[config.mk]
export PLATFORM = sky130hd
export DESIGN_NAME = blk_dispatcher
export DESIGN_NICKNAME = d
export VERILOG_FILES = /design/src/rtl/blkd_pkg.sv /design/src/rtl/unit_ledger.sv /design/src/rtl/lowest_pick.sv /design/src/rtl/grid_fsm.sv /design/src/rtl/blk_dispatcher.sv
export SDC_FILE = /design/constraint.sdc
export NUM_CORES = 1
export LEC_CHECK = 0
export BUFFER_PORTS_ARGS = -buffer_cell sky130_fd_sc_hd__buf_2
export CAP_MARGIN = 10
export CORE_ASPECT_RATIO = 1.1
export CORE_MARGIN = 2
export CORE_UTILIZATION = 49
export DETAILED_ROUTE_END_ITERATION = 8
export GPL_ROUTABILITY_DRIVEN = 0
export PLACE_DENSITY_LB_ADDON = 0.08
export SLEW_MARGIN = 20
export SYNTH_ARGS = -nofsm -noshare
export SYNTH_HDL_FRONTEND = slang
export SYNTH_SLANG_ARGS = --single-unit
[constraint.sdc]
create_clock -name clk -period 12.09 [get_ports clk]
set_input_delay 2.418 -clock clk [delete_from_list [all_inputs] [get_ports clk]]
set_output_delay 2.418 -clock clk [all_outputs]
set_load 0.02 [all_outputs]
[src/rtl/blkd_pkg.sv]
package blkd_pkg;

    typedef enum logic [1:0] {
        ST_IDLE  = 2'd0,
        ST_ISSUE = 2'd1,
        ST_DRAIN = 2'd2,
        ST_DONE  = 2'd3
    } grid_state_t;

endpackage

[src/rtl/unit_ledger.sv]
module unit_ledger #(
    parameter int REG_W    = 12,
    parameter int SMEM_W   = 12,
    parameter int RES_W    = 11,
    parameter int CAP_REGS = 1024,
    parameter int CAP_SMEM = 1024
) (
    input  logic              clk,
    input  logic              rst_n,
    input  logic [REG_W-1:0]  cost_regs,
    input  logic [SMEM_W-1:0] cost_smem,
    input  logic              cmpl_in,
    input  logic              grant,
    output logic              fit,
    output logic              cmpl_ok
);
    localparam logic [REG_W-1:0]  CAP_R = CAP_REGS[REG_W-1:0];
    localparam logic [SMEM_W-1:0] CAP_S = CAP_SMEM[SMEM_W-1:0];

    logic [REG_W-1:0]  free_r;
    logic [SMEM_W-1:0] free_s;
    logic [RES_W-1:0]  resident;
    logic [REG_W:0]    eff_r, nxt_r;
    logic [SMEM_W:0]   eff_s, nxt_s;

    // A completion only counts when a block actually lives here
    assign cmpl_ok = cmpl_in && (resident != '0);

    always_comb begin
        eff_r = {1'b0, free_r} + (cmpl_ok ? {1'b0, cost_regs} : '0);
        eff_s = {1'b0, free_s} + (cmpl_ok ? {1'b0, cost_smem} : '0);
        fit   = (eff_r >= {1'b0, cost_regs}) && (eff_s >= {1'b0, cost_smem});
        nxt_r = grant ? (eff_r - {1'b0, cost_regs}) : eff_r;
        nxt_s = grant ? (eff_s - {1'b0, cost_smem}) : eff_s;
    end

    always_ff @(posedge clk) begin
        if (!rst_n) begin
            free_r   <= CAP_R;
            free_s   <= CAP_S;
            resident <= '0;
        end else begin
            free_r <= nxt_r[REG_W-1:0];
            free_s <= nxt_s[SMEM_W-1:0];
            if (grant && !cmpl_ok)
                resident <= resident + 1'b1;
            else if (!grant && cmpl_ok)
                resident <= resident - 1'b1;
        end
    end

    AST_REGS_WITHIN_CAP: assert property (@(posedge clk) disable iff (!rst_n)
        free_r <= CAP_R);
    AST_SMEM_WITHIN_CAP: assert property (@(posedge clk) disable iff (!rst_n)
        free_s <= CAP_S);
    AST_GRANT_FITS: assert property (@(posedge clk) disable iff (!rst_n)
        grant |-> fit);
    AST_STRAY_CMPL: assert property (@(posedge clk) disable iff (!rst_n)
        (cmpl_in && resident == '0 && !grant) |=> $stable(free_r) && $stable(free_s));

endmodule

[src/rtl/lowest_pick.sv]
module lowest_pick #(
    parameter int N  = 4,
    parameter int UW = 2
) (
    input  logic [N-1:0]  req,
    output logic [N-1:0]  onehot,
    output logic [UW-1:0] idx,
    output logic          any
);
    always_comb begin
        onehot = '0;
        idx    = '0;
        any    = 1'b0;
        for (int i = N - 1; i >= 0; i--) begin
            if (req[i]) begin
                onehot = '0;
                onehot[i] = 1'b1;
                idx    = UW'(i);
                any    = 1'b1;
            end
        end
    end

endmodule

[src/rtl/grid_fsm.sv]
module grid_fsm
    import blkd_pkg::*;
#(
    parameter int CNT_W = 10
) (
    input  logic             clk,
    input  logic             rst_n,
    input  logic             launch_valid,
    input  logic [CNT_W-1:0] launch_count,
    input  logic             disp_ready,
    input  logic             any_fit,
    input  logic [CNT_W-1:0] n_cmpl,
    output logic             launch_ready,
    output logic             accept,
    output logic             disp_valid,
    output logic             hs,
    output logic [CNT_W-1:0] disp_index,
    output logic             grid_done
);
    grid_state_t      st, st_nx;
    logic [CNT_W-1:0] next_idx, total, outstanding, out_nx;
    logic             last_blk;

    assign out_nx   = outstanding + {{(CNT_W-1){1'b0}}, hs} - n_cmpl;
    assign last_blk = (next_idx == total - 1'b1);

    always_ff @(posedge clk) begin
        if (!rst_n) st <= ST_IDLE;
        else        st <= st_nx;
    end

    always_comb begin
        st_nx = st;
        unique case (st)
            ST_IDLE, ST_DONE: if (launch_valid)
                st_nx = (launch_count == '0) ? ST_DONE : ST_ISSUE;
            ST_ISSUE: if (hs && last_blk) st_nx = ST_DRAIN;
            ST_DRAIN: if (out_nx == '0)   st_nx = ST_DONE;
            default:  st_nx = ST_IDLE;
        endcase
    end

    always_comb begin
        launch_ready = 1'b0;
        disp_valid   = 1'b0;
        grid_done    = 1'b0;
        unique case (st)
            ST_IDLE:  launch_ready = 1'b1;
            ST_ISSUE: disp_valid   = any_fit;
            ST_DRAIN: ;
            ST_DONE: begin
                launch_ready = 1'b1;
                grid_done    = 1'b1;
            end
            default: ;
        endcase
        accept = launch_ready && launch_valid;
        hs     = disp_valid && disp_ready;
    end

    always_ff @(posedge clk) begin
        if (!rst_n) begin
            next_idx    <= '0;
            total       <= '0;
            outstanding <= '0;
        end else begin
            outstanding <= out_nx;
            if (accept) begin
                next_idx <= '0;
                total    <= launch_count;
            end else if (hs) begin
                next_idx <= next_idx + 1'b1;
            end
        end
    end

    assign disp_index = next_idx;

    AST_READY_EXCLUSIVE: assert property (@(posedge clk) disable iff (!rst_n)
        launch_ready |-> !disp_valid);
    AST_HOLD_OFFER: assert property (@(posedge clk) disable iff (!rst_n)
        (disp_valid && !disp_ready) |=> disp_valid && $stable(disp_index));
    AST_INDEX_IN_GRID: assert property (@(posedge clk) disable iff (!rst_n)
        disp_valid |-> disp_index < total);
    AST_NO_OVERCOUNT: assert property (@(posedge clk) disable iff (!rst_n)
        n_cmpl <= outstanding);
    AST_DONE_EMPTY: assert property (@(posedge clk) disable iff (!rst_n)
        grid_done |-> outstanding == '0);

endmodule

[src/rtl/blk_dispatcher.sv]
module blk_dispatcher #(
    parameter int NUM_UNITS = 4,
    parameter int CNT_W     = 10,
    parameter int REG_W     = 12,
    parameter int SMEM_W    = 12,
    parameter int CAP_REGS  = 1024,
    parameter int CAP_SMEM  = 1024,
    parameter int UID_W     = (NUM_UNITS > 1) ? $clog2(NUM_UNITS) : 1
) (
    input  logic                 clk,
    input  logic                 rst_n,
    input  logic                 launch_valid,
    output logic                 launch_ready,
    input  logic [CNT_W-1:0]     launch_count,
    input  logic [REG_W-1:0]     launch_regs,
    input  logic [SMEM_W-1:0]    launch_smem,
    output logic                 disp_valid,
    input  logic                 disp_ready,
    output logic [CNT_W-1:0]     disp_index,
    output logic [UID_W-1:0]     disp_unit,
    input  logic [NUM_UNITS-1:0] cmpl_pulse,
    output logic                 grid_done
);
    localparam int RES_W = CNT_W + 1;

    logic [REG_W-1:0]     cost_r;
    logic [SMEM_W-1:0]    cost_s;
    logic [NUM_UNITS-1:0] fit_vec, cmpl_ok, pick_oh, grant_vec;
    logic [CNT_W-1:0]     n_cmpl;
    logic                 any_fit, accept, hs;

    always_ff @(posedge clk) begin
        if (!rst_n) begin
            cost_r <= '0;
            cost_s <= '0;
        end else if (accept) begin
            cost_r <= launch_regs;
            cost_s <= launch_smem;
        end
    end

    assign grant_vec = pick_oh & {NUM_UNITS{hs}};

    for (genvar u = 0; u < NUM_UNITS; u++) begin : g_unit
        unit_ledger #(
            .REG_W(REG_W), .SMEM_W(SMEM_W), .RES_W(RES_W),
            .CAP_REGS(CAP_REGS), .CAP_SMEM(CAP_SMEM)
        ) u_ledger (
            .clk(clk), .rst_n(rst_n),
            .cost_regs(cost_r), .cost_smem(cost_s),
            .cmpl_in(cmpl_pulse[u]), .grant(grant_vec[u]),
            .fit(fit_vec[u]), .cmpl_ok(cmpl_ok[u])
        );
    end

    always_comb begin
        n_cmpl = '0;
        for (int u = 0; u < NUM_UNITS; u++)
            n_cmpl = n_cmpl + {{(CNT_W-1){1'b0}}, cmpl_ok[u]};
    end

    lowest_pick #(.N(NUM_UNITS), .UW(UID_W)) u_pick (
        .req(fit_vec), .onehot(pick_oh), .idx(disp_unit), .any(any_fit)
    );

    grid_fsm #(.CNT_W(CNT_W)) u_fsm (
        .clk(clk), .rst_n(rst_n),
        .launch_valid(launch_valid), .launch_count(launch_count),
        .disp_ready(disp_ready), .any_fit(any_fit), .n_cmpl(n_cmpl),
        .launch_ready(launch_ready), .accept(accept),
        .disp_valid(disp_valid), .hs(hs),
        .disp_index(disp_index), .grid_done(grid_done)
    );

    AST_ONE_TARGET: assert property (@(posedge clk) disable iff (!rst_n)
        $onehot0(grant_vec));
    AST_COST_STABLE: assert property (@(posedge clk) disable iff (!rst_n)
        disp_valid |=> $stable(cost_r) && $stable(cost_s));

endmodule

==> flow_summary.toml <==
[run_status]
status = "finished clean"

[logic_synthesis]
async_reset_ff_share_pct = 0
synth_cells = 2300
synth_nets = 2617
synth_area_leaders = "dfxtp_1 (22%), ha_1 (17%), nor2_1 (7.0%), xnor2_1 (6.9%), a21oi_1 (5.4%)"
syn_avg_cell_area_um2 = 7.91
synth_seq_cells = 196
netlist_top_cells_count = "nor2_1 (341), ha_1 (250), a21oi_1 (196), dfxtp_1 (196), inv_1 (159)"
synth_edf_count = 0
post-synth-top-area-cell = "dfxtp_1"
netlist_area_um2 = 18200
ys_seq_area_share_pct = 21.6
synth_cell_types = 88
yosys.area.top_type_share_pct = 21.6
yosysMostFrequentCell = "nor2_1"
ys.flop_type = "dfxtp_1"
yosysWarnings = 0

[timing]
min_period_ns = 10.71
skew_ns = 0.0114
tns_ns = 0
hold_violations = 0
layout_setup_ws_ns = 1.38
drv_slew = 0
fin_crit_sh_pct = 88.6
rsz0062_at_grt = "false"
setup_viol = 0
max_slew_margin_pct = 32.8
fmax_mhz = 93.4
tightest_slew_ns = 1.01

[route]
vias_per_cell = 5.66
drt-pass1-iter-count = 5
drt_first_iter_violations = 698
drt-wirelength-per-cell_um = 16.3
ant_nets = 0
vias = 16000
drt-total-wl_um = 46200
drc = 0

[grt]
grtUsageTotal_pct = 24.3
grt_overflow = 0
antenna_found_initial = 1
first_global_vias = 15500
grt_max_degree = 87
grt_pass1_wl_um = 76200

[floorplan]
die_y_um = 206
die_area_um2 = 38700
ios = 57
coreArea_um2 = 36900
num_rows = 74
die_w_um = 188
start_util_pct = 49.4

[clock_tree]
htree_levels = 4
clk_latency_ns = 0.47
ctsHoldBuffers = 0
post_cts_buffers = 0
clock-sinks = 196
clockBufferDepth = 2
cts_tree = "yes"
root_buffer = "clkbuf_16"
cts_buffers = 17
clkTransAtPathRegs_ns = 0.07
ctsResizeCount = 0

[layout]
stdcell_count = 2827
multi_input_comb_area_um2 = 13400
area_growth_pct = 6.89
final_nets = 2637
fin_util_pct = 52.8
seqCellArea_um2 = 3920
antenna_cells = 0
fillCellCount = 3644
drive_above_1_share_pct = 5.62

[power_and_ir_drop]
worst_ir_drop_vdd_uv = 196
p_per_area_nw_per_um2 = 322
power_leakage_nw = 9.06

[worst_setup_path]
slowest_delay_ns = 0.53
critPathKind = "input pin to flop"
r2r_setup_slack_ns = 2.79
arrival_ns = 11.03
crit_required_ns = 12.40
critPathMaxFanout = 18
slowest_stage = "fa_1"
reg2reg_from = "g_unit[2].u_ledger.resident[10]$_SDFFE_PN0P_"
worst-r2r-cell-count = 35
critPathLaunch = "cmpl_pulse[1]"
end_kind = "flop"
r2r-end = "u_fsm.st[0]$_SDFFE_PN0P_"
crit_end = "u_fsm.st[0]$_SDFFE_PN0P_"
critPathLaunchType = "input pin"
crit_path_frequent_cell = "inv_1"

[placement]
post-dp-hpwl_um = 34800
placed_cells = 2795
preCtsSetupSlack_ns = 0.922
port_buffers = 56

[flow_run]
drv_cap = 0

[worst_hold_path]
hold_path_class = "flop to flop"
area by class of cell:
type	count	area share (%)
tap	494	3.18
multi-input combinational	1878	68.7
clock buffer	17	2.19
timing repair buffer	67	1.87
inverter	160	3.12
clock inverter	15	0.792
sequential	196	20.2
sequential cells by signal, summed over array words and instances, names as in the netlist:
register	count
g_unit.u_ledger.free_r	48
cost_r	12
u_fsm.outstanding	10
u_fsm.disp_index	10
cost_s	12
u_fsm.total	10
u_fsm.st	2
g_unit.u_ledger.resident	44
g_unit.u_ledger.free_s	48
cell families (layout without fill, tap and decap cells):
family                   count (synthesis)  in the layout  share of synthesized area, %
flip-flops                             196            196                          21.6
XOR/XNOR                               198            198                          9.53
multiplexers                            75             75                          4.18
AO/OA/AOI/OAI                          557            557                          20.0
AND/OR/NAND/NOR                        773            773                          19.8
buffers and inverters                  226            259                          5.03
adder cells (fa/ha/maj)                275            275                          20.0
layer usage:
layer,GRT usage [%],wire length [um]
met3,3.28,1760
met2,43.0,22000
met1,30.7,21700
met5,0,11
met4,7.17,763
per-stage QoR:
step	power [mW]	area (um2)	hold slack [ns]
final	6.26	19400	0.455
after global routing	6.92	19400	0.471
after CTS	6.27	19400	0.457
after detailed placement	5.65	18900	0.447
after global placement	5.59	18900	0.441
after floorplan	4.77	18200	0.436
cells in the final DEF, fill, tap and decap left out, drive strengths merged, types with 35 or more instances in the layout:
cell   instances
buf           67
nor3          37
xor2          54
nor2         341
a21oi        197
a21o          51
xnor2        144
mux2i         73
nand2        153
nand3         52
dfxtp        196
inv          163
o21a          40
o21ai         97
ha           250
nor2b         35
critical path, delay by kind of cell:
| family | cells | cell delay, ns |
|---|---|---|
| and+or+nand+nor | 10 | 2.21 |
| adders and majority gates | 7 | 2.20 |
| xor gates and xnor gates | 2 | 0.33 |
| buffers and inverters | 7 | 0.91 |
| AOI/OAI and AO/OA | 12 | 2.97 |
worst min path at each step:
stage / start / to / slack [ns] / depth (start not counted)
after CTS: cost_s[5]$_SDFFE_PN0P_ / cost_s[5]$_SDFFE_PN0P_ / 0.46 / 2
final: cost_s[5]$_SDFFE_PN0P_ / cost_s[5]$_SDFFE_PN0P_ / 0.45 / 2
after global routing: cost_r[3]$_SDFFE_PN0P_ / cost_r[3]$_SDFFE_PN0P_ / 0.47 / 2
after detailed placement: cost_s[5]$_SDFFE_PN0P_ / cost_s[5]$_SDFFE_PN0P_ / 0.45 / 2
after floorplan: cost_r[10]$_SDFFE_PN0P_ / cost_r[10]$_SDFFE_PN0P_ / 0.44 / 2
after global placement: cost_s[6]$_SDFFE_PN0P_ / cost_s[6]$_SDFFE_PN0P_ / 0.44 / 2
report_power, final:
group	internal [mW]	leakage [nW]	switching [mW]
Sequential	0.864	1.60	0.131
Clock	0.305	0.264	0.285
Combinational	2.06	7.20	2.62
(Power assumes the default switching activity.)
